### src/rtl/stepper_pkg.sv
package stepper_pkg;
  localparam int unsigned SLOTS = 8;
  localparam int unsigned PTR_W = $clog2(SLOTS);

  typedef logic [3:0]       drive_t;
  typedef logic [PTR_W-1:0] slot_t;

  // Even slots are the two-winding (full-step) entries, odd slots the
  // single-winding intermediates used only in half-step mode.
  function automatic drive_t slot_pattern(input slot_t s);
    drive_t d;
    case (s)
      3'd0:    d = 4'b0101;
      3'd1:    d = 4'b0001;
      3'd2:    d = 4'b1001;
      3'd3:    d = 4'b1000;
      3'd4:    d = 4'b1010;
      3'd5:    d = 4'b0010;
      3'd6:    d = 4'b0110;
      default: d = 4'b0100;
    endcase
    return d;
  endfunction
endpackage

### src/rtl/step_timer.sv
module step_timer #(
  parameter int unsigned PERIOD_W = 16
) (
  input  logic                clk,
  input  logic                rst_n,
  input  logic                run_i,
  input  logic [PERIOD_W-1:0] period_i,
  output logic                tick_o
);
  logic [PERIOD_W-1:0] cnt_q, cnt_d, limit;

  always_comb begin
    limit  = (period_i == '0) ? '0 : period_i - 1'b1;
    tick_o = run_i && (cnt_q >= limit);
    if (!run_i || tick_o) cnt_d = '0;
    else                  cnt_d = cnt_q + 1'b1;
  end

  always_ff @(posedge clk or negedge rst_n) begin
    if (!rst_n) cnt_q <= '0;
    else        cnt_q <= cnt_d;
  end

  // a stopped timer restarts its dwell from zero
  p_dwell_restart_r3: assert property (@(posedge clk) disable iff (!rst_n)
    !run_i |=> (cnt_q == '0));
endmodule

### src/rtl/phase_pointer.sv
module phase_pointer
  import stepper_pkg::*;
(
  input  logic  clk,
  input  logic  rst_n,
  input  logic  advance_i,
  input  logic  half_i,
  input  logic  cw_i,
  output slot_t ptr_o,
  output slot_t ptr_next_o
);
  slot_t ptr_q, delta;

  always_comb begin
    delta = (half_i || ptr_q[0]) ? slot_t'(1) : slot_t'(2);
    if (!advance_i) ptr_next_o = ptr_q;
    else if (cw_i)  ptr_next_o = ptr_q + delta;
    else            ptr_next_o = ptr_q - delta;
  end

  always_ff @(posedge clk or negedge rst_n) begin
    if (!rst_n)         ptr_q <= '0;
    else if (advance_i) ptr_q <= ptr_next_o;
  end

  assign ptr_o = ptr_q;

  // any full-mode step lands on a two-winding slot
  p_full_lands_even_r7: assert property (@(posedge clk) disable iff (!rst_n)
    (advance_i && !half_i) |=> !ptr_q[0]);
  // without a step the position is kept
  p_hold_position_r2: assert property (@(posedge clk) disable iff (!rst_n)
    !advance_i |=> $stable(ptr_q));
endmodule

### src/rtl/stepper_phase_seq.sv
module stepper_phase_seq
  import stepper_pkg::*;
#(
  parameter int unsigned PERIOD_W = 16
) (
  input  logic                clk,
  input  logic                rst_n,
  input  logic                enable_i,
  input  logic                half_mode_i,
  input  logic                dir_cw_i,
  input  logic [PERIOD_W-1:0] period_i,
  output logic [3:0]          phase_o,
  output logic                step_strobe_o
);
  drive_t phase_q, phase_d;
  logic   strobe_q, strobe_d;
  logic   running, run, tick, advance;
  slot_t  ptr, ptr_next;

  assign running = |phase_q;
  assign run     = enable_i && running;
  assign advance = run && tick;

  step_timer #(.PERIOD_W(PERIOD_W)) i_timer (
    .clk(clk), .rst_n(rst_n), .run_i(run), .period_i(period_i), .tick_o(tick)
  );

  phase_pointer i_pointer (
    .clk(clk), .rst_n(rst_n), .advance_i(advance), .half_i(half_mode_i),
    .cw_i(dir_cw_i), .ptr_o(ptr), .ptr_next_o(ptr_next)
  );

  always_comb begin
    phase_d  = enable_i ? slot_pattern(ptr_next) : 4'b0000;
    strobe_d = (phase_d != phase_q);
  end

  always_ff @(posedge clk or negedge rst_n) begin
    if (!rst_n) begin
      phase_q  <= 4'b0000;
      strobe_q <= 1'b0;
    end else begin
      phase_q  <= phase_d;
      strobe_q <= strobe_d;
    end
  end

  assign phase_o       = phase_q;
  assign step_strobe_o = strobe_q;

  // released windings after a disabled edge
  p_off_when_disabled_r2: assert property (@(posedge clk) disable iff (!rst_n)
    !enable_i |=> (phase_o == 4'b0000));
  // every pattern change is flagged
  p_strobe_on_change_r8: assert property (@(posedge clk) disable iff (!rst_n)
    (phase_o != $past(phase_o)) |-> step_strobe_o);
  // no flag without a change
  p_no_idle_strobe_r8: assert property (@(posedge clk) disable iff (!rst_n)
    (phase_o == $past(phase_o)) |-> !step_strobe_o);
  // never both ends of one winding grounded
  p_no_shorted_winding_r4: assert property (@(posedge clk) disable iff (!rst_n)
    !(phase_o[3] && phase_o[2]) && !(phase_o[1] && phase_o[0]));
  // a half-mode step changes a single bit
  p_half_single_bit_r5: assert property (@(posedge clk) disable iff (!rst_n)
    ($past(half_mode_i) && $past(|phase_o) && (|phase_o))
      |-> ($countones(phase_o ^ $past(phase_o)) <= 1));
endmodule

### config.mk
export PLATFORM = sky130hd
export DESIGN_NAME = stepper_phase_seq
export DESIGN_NICKNAME = d
export VERILOG_FILES = /design/src/rtl/stepper_pkg.sv /design/src/rtl/step_timer.sv /design/src/rtl/phase_pointer.sv /design/src/rtl/stepper_phase_seq.sv
export SDC_FILE = /design/constraint.sdc
export NUM_CORES = 1
export LEC_CHECK = 0
export BUFFER_PORTS_ARGS = -buffer_cell sky130_fd_sc_hd__buf_2
export CORE_MARGIN = 2
export CORE_UTILIZATION = 45
export DETAILED_ROUTE_END_ITERATION = 12
export GPL_ROUTABILITY_DRIVEN = 0
export PLACE_DENSITY_LB_ADDON = 0.12
export SYNTH_ARGS = -nofsm -noshare
export SYNTH_HDL_FRONTEND = slang
export SYNTH_SLANG_ARGS = --single-unit
### constraint.sdc
create_clock -name clk -period 6.05 [get_ports clk]
set_clock_uncertainty 0.05 [all_clocks]
set_input_delay 0 -clock clk [delete_from_list [all_inputs] [get_ports clk]]
set_output_delay 0 -clock clk [all_outputs]
set_load 0.02 [all_outputs]
==> run summary, run 1 <==
Across all register-to-register paths, the minimum setup slack is 3.41 ns. The logs give 0 for the total number of yosys warnings and 6.15 ns for the required time at the worst-slack endpoint. Once detail routing completed, the nets flagged for antenna violations numbered 0. The area added between synthesis and finish was 12.30%; the setup TNS after final layout was 0 ns. Timing analysis after detailed placement gives a worst setup slack of 2.198 ns. The run finished with clean final reports.

Share of final-layout standard cells stronger than drive strength 1: 15.89%. Path type of the worst min-delay path: in2async. STA classifies the critical path startpoint as an input pin. The first-pass GRT wire length came out at 7.507 mm. The tools report the number of H-tree levels as 1. The leakage component of the power came out at 1.084 nW. Clock-pin slew was measured on the worst setup and hold paths at 0.09 ns.

The total area of sequential cells is 600.6 sq um, and the placeable core region is 4354 sq um. Once the clock tree was built, the setup fixing pass inserted 0 buffers. VDD sags by at most 0.00007501 V. The count of distinct cell types in the synthesized netlist came out at 45. The tools report the clock root buffer master as clkbuf_8. In this run, the number of DRC markers left after iteration 0 of detailed routing was 85. The final worst-path setup slack is 2.505 ns.

After layout, the worst path uses 58.59% of the clock period. Data on the critical path arrives at its endpoint at 3.64 ns. The critical path goes through buf_2 -> nor4_1 -> nand4b_1 -> or3_1 -> and2_1 -> ha_1 -> nand2b_1 -> a2111o_1 -> nand3_2 -> a31oi_4 -> or3b_1 -> a311oi_1 -> o32ai_1. 0 antenna diodes ended up in the layout.

Fill cells in the final layout number 418. Counting the buffers created by CTS gives 3. The total half-perimeter wirelength after legalization and detailed placement was 3.269 mm. The clock net in this run drives a total of 24 sinks. Clock latency on the worst-skew pair, taken at its later pin, is 0.27 ns. The slowest stage of the critical path is the nor4_1 cell. The predominant post-synthesis flop cell was dfrtp_1.

The largest net degree at the start of global routing came out at 25. The worst register-to-register path begins at i_timer.cnt_q[0]. The finished layout holds 310 standard cells, fillers aside. Dividing the detail-routed wire length by the instance count gives 13.49 um. The count of input and output buffers came out at 25. In this run the vertical extent of the chip is 71.24 um.

On the final layout, the worst hold slack is 0.1928 ns. Number of global-route vias before repair: 1630. Setup repair after global routing left no endpoint under its margin. The top-level I/O count was 26. Setup violations remaining at the end of the flow were counted as 0. TritonCTS built the clock tree.

After synthesis the cells add up to 2034 sq um. The category of the most critical setup path is in2reg. For this run, the slowest stage of the critical path takes 0.62 ns.

The multi-input gate area in the final layout came out at 1381 sq um. For the number of slew-limit violations in the final report, the log shows 0. The run gives 4 as the number of search-and-repair iterations in the first detailed-routing pass. The synthesized netlist net count is 272. The logs give 46.72% for the effective utilization at floorplan and 51.50% for the relative slew slack. The tools report the detailed-route via count as 1666. The mean instance size in the synthesized netlist was 8.807 sq um.

Global routing used 2.250% of the available met3 tracks. Number of antenna violations at the first check in global routing: 0. The die width was 71.24 um; the share of synthesized registers carrying an async set or reset was 100.0%. The power density normalized to cell area works out to 144.9 nW/um^2. The transition time at the pin with the least slew margin was 0.7237 ns. Of all nets on the critical path, the largest fanout is 16. Derived from the worst setup path, the maximum achievable clock frequency is 282.1 MHz.

The tools report the post-layout net count as 300. In this run the critical register-to-register path is captured at step_strobe_o. Post-CTS repair changed the size of 0 cells.

For this run, global-route usage on met1 was measured as 26.50%. For this run, the register share of the synthesized area comes to 29.52%. The buffer levels on the longest clock path is 2. For the number of rows created at floorplan, the log shows 24. The library cell used most frequently in the layout, excluding fill and tap cells, is nor2_1. The DRC violation count after routing was 0; the met2 layer usage reported by global route was 28.50%. Global routing used 18.07% of the available tracks across all layers.

After layout, the minimum clock period comes to 3.545 ns. Wires add up to 4.183 mm. Global-route layer with the greatest usage: met2. The cell count after synthesis is 231. The routed via count divided by cell count is 5.374, and the total congestion overflow is 0. The count of cells along the worst register-to-register path came out at 9. The worst setup path is captured at a register. Max-cap violations in this run came to 0. The number of flip-flops and latches in the synthesized netlist was 24.

The number of placed instances, taps included, is 304. The number of enable flip-flop cells after synthesis came out at 0. The total count of hold-check failures in the final report was 0; the floorplan die area was 5075 sq um. For this run, the share of the core covered by cells in the final layout is 52.47%. In the layout the commonest cells are 31 x nor2_1, 28 x nand2_1, 25 x buf_2.
repair_timing:
action / CTS / global route
setup endpoints to repair: 0 / 0
hold buffers: 2 / 0
hold endpoints to repair: 25 / 0
stage by stage:
step / area, sq um / total power [mW]
floorplan: 2034 / 0.2014
global placement: 2210 / 0.2241
detailed placement: 2210 / 0.2245
CTS: 2285 / 0.3362
global route: 2285 / 0.3508
finish: 2285 / 0.3312
synthesized netlist by cell type, types with 3 or more instances:
master	number	share of area, %
mux2_2	3	1.7
nor4_1	3	0.92
xnor2_1	9	3.9
ha_1	19	12
nor2b_1	4	1.2
nand2_1	28	5.2
mux2i_1	3	1.5
a211oi_1	3	1.1
xor2_1	18	7.7
clkbuf_1	4	0.74
nor2_1	31	5.7
nand2b_1	3	0.92
nand3_1	11	2.7
o21ai_0	7	1.7
nand4_1	4	1.2
and3_1	4	1.2
o211a_1	3	1.5
dfrtp_1	24	30
nor3_1	5	1.2
a21oi_1	6	1.5
inv_1	10	1.8
worst max-delay path, delay by kind of cell:
kind / cells / cell delay, ns
AND/OR/NAND/NOR: 7 / 2.24
AO/OA/AOI/OAI: 4 / 1.03
adder cells (fa/ha/maj): 1 / 0.25
buffers and inverters: 1 / 0.12
worst max-delay path by stage:
stage	start	to	slack [ns]	depth (start not counted)
floorplan	period_i[5]	step_strobe_o	2.81	14
global placement	period_i[3]	step_strobe_o	2.22	13
detailed placement	period_i[3]	step_strobe_o	2.20	13
CTS	period_i[3]	step_strobe_o	2.49	13
global route	period_i[3]	step_strobe_o	2.22	14
finish	period_i[3]	step_strobe_o	2.51	13
power breakdown:
group          leakage [nW]  total, mW  internal (mW)  switching [mW]
clock                0.0288      0.110         0.0581          0.0514
combinational         0.735     0.0559         0.0230          0.0328
sequential            0.320      0.166          0.163         0.00321
total                  1.08      0.331          0.244          0.0874
metal layers:
metal | share of wire, % | wire length [um]
met5 | 0 | 0
met4 | 0.88 | 37
met3 | 3.6 | 151
met2 | 44 | 1824
met1 | 52 | 2170
cell families (layout without fill, tap and decap cells):
group	count (synthesis)	count (layout)	synth area share, %
fa+ha+maj	20	20	12.67
flops	24	24	29.52
xor+xnor	27	27	11.62
mux	6	6	3.136
compound gates	33	33	13.90
buf+inv	14	41	2.583
simple gates	107	107	26.57
cell type report:
| class | count | area share (%) |
|---|---|---|
| Multi-Input combinational cell | 193 | 60.46 |
| Sequential cell | 24 | 26.29 |
| Timing Repair Buffer | 27 | 6.353 |
| Tap cell | 52 | 2.848 |
| Clock buffer | 4 | 2.410 |
| Inverter | 10 | 1.643 |
sequential cells by signal (all words and copies together), names as in the netlist:
signal and flops:
i_pointer.ptr_o 3, phase_o 4, i_timer.cnt_q 16, step_strobe_o 1
Power figures use the tool's default switching activity.
==> run 2, diff against run 1 <==
--- a/config.mk
+++ b/config.mk
@@ -5,6 +5,7 @@
 export SDC_FILE = /design/constraint.sdc
 export NUM_CORES = 1
 export LEC_CHECK = 0
+export ABC_AREA = 1
 export BUFFER_PORTS_ARGS = -buffer_cell sky130_fd_sc_hd__buf_2
 export CORE_MARGIN = 2
 export CORE_UTILIZATION = 45
==> constraint.sdc (replaced) <==
create_clock -name clk -period 3.3 [get_ports clk]
set_clock_uncertainty 0.05 [all_clocks]
set_input_delay 0 -clock clk [delete_from_list [all_inputs] [get_ports clk]]
set_output_delay 0 -clock clk [all_outputs]
set_load 0.02 [all_outputs]
==> run summary, run 2 <==
The switching part of the total works out to 25.44% (-0.95 points). The post-layout instance count excluding filler cells came out at 373 (+20%). For the total of endpoints with negative setup slack in the final report, the log shows 0 (unchanged). Ranked by instance count, the synthesized netlist is headed by 68 x nand2_1, 41 x inv_1, 32 x nor2_1. The switching power summed over all nets was 0.1734 mW (+98%); the number of rows created at floorplan was 24 (unchanged). For the synthesized netlist net count, the log shows 332 (+22%). The run gives 1.216 nW (+12%) as the leakage component of the power. The leading area contributor after synthesis is dfrtp_1. The buffers plus inverters on the worst setup path came out at 3 (+2). The number of flip-flops and latches in the synthesized netlist was 24 (unchanged); the post-layout net count was 363 (+21%).

The insertion delay of the later-clocked pin in the worst-skew pair was 0.27 ns (about the same). The mean instance size in the synthesized netlist came out at 7.073 sq um (-20%). Transition time at the pin with the least slew margin: 0.5636 ns (-0.1600 ns). The post-synthesis cell area came out at 2058 sq um (+1.2%). The combinational group share of total power is 17.0% (about the same), and the ratio of final minimum period to clock period is 85.59%. The logs give 0 (unchanged) for the number of nets with antenna violations after detailed routing and 46.95% (+0.22 points) for the effective utilization at floorplan. The family with the most delay on the worst path was simple AND/OR/NAND/NOR gates. The floorplan die area was 5131 sq um (+1.1%); the DRC violation count after routing was 0 (unchanged). The number of global-route vias before repair was 1701 (+4.4%). The placeable core region was 4384 sq um (+0.69%). The total design power was 0.6815 mW (+110%). In the layout the commonest cells are 68 x nand2_1, 41 x inv_1, 32 x nor2_1. The worst setup path is captured at a register.

Required time at the worst-slack endpoint: 3.40 ns (-2.75 ns). The data arrival time at the worst-slack endpoint was 2.93 ns (-0.71 ns); the detail-routed net length per standard cell was 11.25 um (-17%). The die span in y came out at 71.63 um (+0.55%). Filler cell count: 435 (+4.1%). Flip-flop count of the largest register after layout: 16 (unchanged). The critical path is of the in2reg type. Along the worst hold path, the cell count comes to 5.

The overall fraction of global-route tracks in use was 17.70% (-0.37 points). TritonCTS built the clock tree. The path type of the worst min-delay path is in2reg. Most instantiated library cell after synthesis: nand2_1.

Register with the highest flop count: i_timer.cnt_q. The category of the worst setup path launch point was an input pin. The tools report the total congestion overflow as 0 (unchanged).

The internal power consumption is 0.5081 mW (+110%), and the worst-case setup slack after placement is 0.1726 ns (-2.025 ns). The top-level I/O count is 26 (unchanged), and the maximum fanout along the worst path is 7 (-9). The run finished with clean final reports. The buffer levels on the longest clock path is 2 (unchanged), and the die width is 71.63 um (+0.55%). The run gives 4 (unchanged) as the number of search-and-repair iterations in the first detailed-routing pass.

The power density normalized to cell area was 290.5 nW/um^2 (+100%). The share of final-layout standard cells stronger than drive strength 1 works out to 17.76% (+1.9 points). The total wirelength of the detailed-routed design was 4.197 mm (+0.33%). The share of synthesized registers carrying an async set or reset is 100.0% (unchanged). Timing would allow up to 354.1 MHz. The final worst-path setup slack is 0.4756 ns (-2.029 ns). The commonest non-fill, non-tap cell in the layout was nand2_1. The most used flip-flop cell after synthesis is dfrtp_1.

The tools report the total count of hold-check failures in the final report as 0 (unchanged). Count of cells along the worst register-to-register path: 18 (+9). The most repeated library cell on the critical path was nand2_1. The total number of yosys warnings was 0 (unchanged); the portion of the post-synthesis area used by sequential elements was 29.18% (-0.34 points). The fraction of synthesized cell area taken by the top area cell type was 29.18% (-0.34 points).

The run gives 71 (-16%) as the DRC marker count from the first detailed-route iteration. Setup repair after global routing left no endpoint under its margin. The area added between synthesis and finish was 13.98%; the diode insertion count for antenna repair was 0 (unchanged). By area the synthesized netlist is led by dfrtp_1 29%, nand2_1 12%, ha_1 12%, inv_1 7.5%, nor2_1 5.8%. The count of input and output buffers came out at 25 (unchanged). The setup TNS after final layout came out at 0 ns (unchanged). The tree is rooted in a clkbuf_8. The final worst hold slack was 0.06899 ns (-0.1238 ns). The relative slew slack came out at 62.43% (+11 points). The part of the total power dissipated in the clock network was 38.1% (+5.0 points); the count of max-cap constraint violations was 0 (unchanged). The slowest stage of the critical path is the ha_1 cell.

The total number of cells along the worst setup path works out to 24 (+11). The tools report the number of antenna violations at the first check in global routing as 0 (unchanged). The number of H-tree levels was 1 (unchanged). The run gives 24 (unchanged) as the number of sinks on the clock net.

The run gives 36 (-20%) as the count of distinct cell types in the synthesized netlist. Walking the worst path, the cells encountered are buf_2 -> inv_1 -> ha_1 -> nand2_1 -> nor2_1 -> inv_1 -> nor2_1 -> nand2_1 -> nor2_1 -> o21ai_0 -> a21o_1 -> ha_1 -> nand2_1 -> o21ai_0 -> a21oi_1 -> nand2_2 -> nand2_2 -> nand2_1 -> nand2_2 -> nor2_1 -> nor2_2 -> nand3_1 -> nand2_1 -> nand3_1. Minimum clock period after layout: 2.824 ns.

The detailed-route via count is 1873 (+12%), and the TritonCTS buffer count is 3 (unchanged). The cell count after placement is 367 (+21%). The routed via count divided by cell count was 5.021 (-6.6%).

Clock-pin slew on the worst setup and hold paths: 0.09 ns (about the same). The cell count after synthesis is 291 (+26%), and the power share of the sequential group is 44.9% (-5.2 points). For the number of slew-limit violations in the final report, the log shows 0 (unchanged). The tools report the total half-perimeter wirelength after legalization and detailed placement as 3.371 mm (+3.1%). The number of enable flip-flop cells after synthesis was 0 (unchanged); the peak ir drop on the vdd network was 0.0001284 V (+71%). The tools report the largest net degree at the start of global routing as 25 (unchanged). The critical path's largest stage delay was 0.26 ns (-0.36 ns). For the first-pass GRT wire length, the log shows 7.231 mm (-3.7%).
## run 2: metrics by stage
stage / utilization [%] / instance area [sq um]
floorplan: - / 2058
global placement: 51.28 / 2248
detailed placement: 51.28 / 2248
CTS: 53.37 / 2340
global route: 53.51 / 2346
finish: 53.51 / 2346
## run 2: path summary, 6_finish.rpt
| kind | slack, ns | end | start |
|---|---|---|---|
| worst max-delay path | 0.48 | step_strobe_o | period_i[0] |
| worst min-delay path | 0.07 | i_pointer.ptr_o[0] | half_mode_i |
| worst max register to register | 1.00 | step_strobe_o | i_timer.cnt_q[7] |
| worst min register to register | 0.45 | i_timer.cnt_q[15] | i_timer.cnt_q[15] |
| max in group asynchronous | 2.63 | i_timer.cnt_q[9] | rst_n |
| min in group asynchronous | 0.20 | i_pointer.ptr_o[0] | rst_n |
## run 2: cell type report
| type | instances | area [sq um] | area share (%) |
|---|---|---|---|
| clock buffer | 3 | 41.29 | 1.760 |
| clock inverter | 1 | 30.03 | 1.280 |
| inverter | 43 | 161.4 | 6.880 |
| multi-input combinational | 222 | 1295 | 55.20 |
| sequential | 24 | 600.6 | 25.60 |
| tap | 52 | 65.06 | 2.773 |
| timing repair buffer | 28 | 152.6 | 6.507 |
## run 2: cells by family (layout without fill, tap and decap cells)
family,after synthesis,in the layout,synth area share [%]
xor+xnor,7,7,2.979
flops,24,24,29.18
fa+ha+maj,20,20,12.52
compound gates,33,33,9.120
buf+inv,45,75,8.207
simple gates,162,162,37.99
## run 2: power groups by stage
stage / Sequential, mW / Combinational, mW / Clock, mW
after global routing: 0.307 / 0.135 / 0.280
after global placement: 0.312 / 0.113 / 0
after detailed placement: 0.312 / 0.114 / 0
after CTS: 0.306 / 0.117 / 0.268
final: 0.306 / 0.116 / 0.260
after floorplan: 0.315 / 0.0670 / 0
## run 2: tightest hold or removal path, stage by stage
cell     delay [ns]
buf_2          0.10
inv_1          0.04
nor2_1         0.03
nand3_1        0.08
nand2_1        0.09
## run 2: what timing repair did
item,CTS,global route
resized for setup,0,1
hold endpoints to repair,26,0
hold buffers,2,0
setup buffers,0,0
endpoints found under the setup margin,0,1
## run 2: metal layers
metal	global-route usage (%)	vias up	part of all wire, %
met2	28.50	38	45
met4	7.547	0	2.5
met5	0	-	0
li1	-	1002	-
met1	24.40	823	49
met3	1.688	10	3.6
==> run 3, diff against run 2 <==
==> constraint.sdc (replaced) <==
create_clock -name clk -period 3.3 [get_ports clk]
set_clock_uncertainty 0.05 [all_clocks]
set_input_delay 0.825 -clock clk [delete_from_list [all_inputs] [get_ports clk]]
set_output_delay 0.825 -clock clk [all_outputs]
set_load 0.02 [all_outputs]
==> run summary, run 3 (same netlist as run 2, synthesis figures left out) <==
The run finished, with violations left. The final reports fail on setup timing. The overall fraction of global-route tracks in use was 19.83% (+2.1 points). Total wirelength of the detailed-routed design: 5.155 mm (+23%). The insertion delay of the later-clocked pin in the worst-skew pair was 0.27 ns (about the same); the final instance area was 3069 sq um (+31%). The critical path's largest stage delay came out at 0.28 ns (+0.02 ns). The buffer levels on the longest clock path is 2 (unchanged). For the number of slew-limit violations in the final report, the log shows 0 (unchanged).

The logs give 24 (unchanged) for the number of rows created at floorplan and 46.95% (unchanged) for the effective utilization at floorplan. The logs give 8.273 mm (+14%) for the first-pass GRT wire length and 0.0002377 V (+85%) for the peak ir drop on the vdd network. The most critical setup path has its startpoint at period_i[0].

The part of the total power dissipated in the clock network came out at 35.3% (-2.8 points). The quantity of hold-fixing buffers added after cts came out at 0 (-2). Setup repair after global routing could not meet its margin everywhere. Ranked by flip-flop count, first place goes to i_timer.cnt_q. The run gives 3.699 mm (+9.7%) as the total half-perimeter wirelength after legalization and detailed placement. The diode insertion count for antenna repair was 0 (unchanged). Leaving out fill and tap cells, the most frequent cell in the layout is nand2_1. The maximum fanout along the worst path is 7 (unchanged), and the die span in y is 71.63 um (unchanged). The flip-flop count of the largest register after layout came out at 16 (unchanged). The logs give -0.03808 ns (-0.5137 ns) for the final worst-path setup slack and 0 (unchanged) for the number of nets with antenna violations after detailed routing. The launch instance of the worst min-delay path was i_timer.cnt_q[15]. The tools report the leakage component of the power as 1.531 nW (+26%). The die width is 71.63 um (unchanged), and the minimum clock period after layout is 3.338 ns (+0.5137 ns).

The number of antenna violations at the first check in global routing is 0 (unchanged). Broken down by cell family, the worst path's largest delay share belongs to simple AND/OR/NAND/NOR gates. The combinational group share of total power was 23.7% (+6.7 points); the power share of the sequential group was 41.0% (-3.9 points). The logs give 26 (unchanged) for the top-level I/O count and 0 (unchanged) for the total congestion overflow. STA classifies the critical path startpoint as an input pin. The run gives 409 (+11%) as the cell count after placement. The clock-pin slew on the worst setup and hold paths is 0.09 ns (about the same), and the post-layout net count is 411 (+13%).

The run gives 0 (unchanged) as the count of max-cap constraint violations. The switching part of the total is 27.01% (+1.6 points). The detail-routed net length per standard cell was 12.24 um (+8.8%); the power density normalized to cell area was 243.6 nW/um^2 (-16%). The endpoint class of the critical path was a register. The run gives 4384 sq um (unchanged) as the placeable core region.

The buffers plus inverters on the worst setup path is 5 (+2), and the highest clock rate is 299.6 MHz (-15%). The detailed-route via count was 2116 (+13%); the share of final-layout standard cells stronger than drive strength 1 was 42.28% (+25 points). For the largest net degree at the start of global routing, the log shows 25 (unchanged). The floorplan die area was 5131 sq um (unchanged). The worst reg2reg path startpoint was i_timer.cnt_q[7].

The routed via count divided by cell count was 5.026 (about the same); the transition time at the pin with the least slew margin was 0.6098 ns (+0.04618 ns). The worst setup path is of the in2reg kind. The logs give 3 (unchanged) for the TritonCTS buffer count and 3.41 ns (about the same) for the required time at the worst-slack endpoint. The count of input and output buffers works out to 25 (unchanged). In this run the worst hold path is classified as reg2reg.

The logs give 1938 (+14%) for the number of global-route vias before repair and 72 (+1.4%) for the DRC marker count from the first detailed-route iteration. The total cell area at the placement stage is 2610 sq um (+16%). The logs give 421 (+13%) for the post-layout instance count excluding filler cells and 0 (unchanged) for the total count of hold-check failures in the final report. Ratio of final minimum period to clock period: 101.2% (+16 points).

The slowest stage of the critical path belongs to the cell ha_1. Leaving out fill and tap cells, the most frequent cells in the layout are 52 x nand2_1, 49 x buf_4, 35 x inv_1. The logs give 1 (+1) for the total of endpoints with negative setup slack in the final report and 3.45 ns (+0.52 ns) for the data arrival time at the worst-slack endpoint. The tools report the switching power summed over all nets as 0.2020 mW (+16%). TritonCTS built the clock tree. The number of H-tree levels is 1 (unchanged). The DRC violation count after routing was 0 (unchanged).

The relative slew slack was 59.35% (-3.1 points); the area added between synthesis and finish was 49.12%. Number of sinks on the clock net: 24 (unchanged). Number of search-and-repair iterations in the first detailed-routing pass: 4 (unchanged).

The tools report the internal power consumption as 0.5458 mW (+7.4%). The clock root buffer master was clkbuf_8.
==> run 3: power by group through the flow <==
stage,clock (mW),sequential [mW],combinational [mW]
after floorplan,0,0.315,0.0707
after global placement,0,0.312,0.145
after detailed placement,0,0.312,0.147
after CTS,0.267,0.307,0.160
after global routing,0.276,0.308,0.197
final,0.264,0.307,0.177
==> run 3: per-layer routing <==
| metal | wire length [um] | vias up | global-route usage, % | share of wire [%] |
|---|---|---|---|---|
| li1 | - | 1102 | - | - |
| met1 | 2435 | 978 | 27.85 | 47 |
| met2 | 2523 | 32 | 33.13 | 49 |
| met3 | 168 | 4 | 3.094 | 3.3 |
| met4 | 27 | 0 | 2.935 | 0.52 |
| met5 | 0 | - | 0 | 0 |
==> run 3: final timing paths <==
kind,end,slack (ns),cells past startpoint
worst max-delay path,step_strobe_o,-0.04,26
worst min-delay path,i_timer.cnt_q[15],0.45,1
worst max register to register,step_strobe_o,1.00,18
worst min register to register,i_timer.cnt_q[15],0.45,1
max in group asynchronous,phase_o[1],2.35,1
min in group asynchronous,i_timer.cnt_q[10],0.48,1
==> run 3: final cells by class <==
cell class | instances | area [sq um]
Timing Repair Buffer | 76 | 544.3
Clock buffer | 3 | 41.29
Fill cell | 338 | 1315
Inverter | 43 | 171.4
Clock inverter | 1 | 30.03
Tap cell | 52 | 65.06
Multi-Input combinational cell | 222 | 1617
Sequential cell | 24 | 600.6
==> run 3: repair_timing <==
| item | 4_1_cts | 5_1_grt |
|---|---|---|
| setup endpoints to repair | 5 | 13 |
| pin swaps | 14 | 27 |
| resized for setup | 38 | 39 |
| setup buffers | 4 | 5 |
==> run 3: through the flow <==
stage | hold WS [ns] | utilization, % | total power [mW] | worst slack [ns] | TNS (ns)
5_1_grt | 0.4800 | 70.01 | 0.7815 | -0.2132 | -0.5082
2_1_floorplan | 0.3993 | - | 0.3853 | -0.009597 | -0.009597
6_report | 0.4461 | 70.01 | 0.7477 | -0.03808 | -0.03808
4_1_cts | 0.4438 | 65.38 | 0.7333 | -0.04779 | -0.07033
3_3_place_gp | 0.4187 | 59.53 | 0.4562 | -0.4458 | -2.532
3_5_place_dp | 0.4318 | 59.53 | 0.4585 | -0.5000 | -3.566
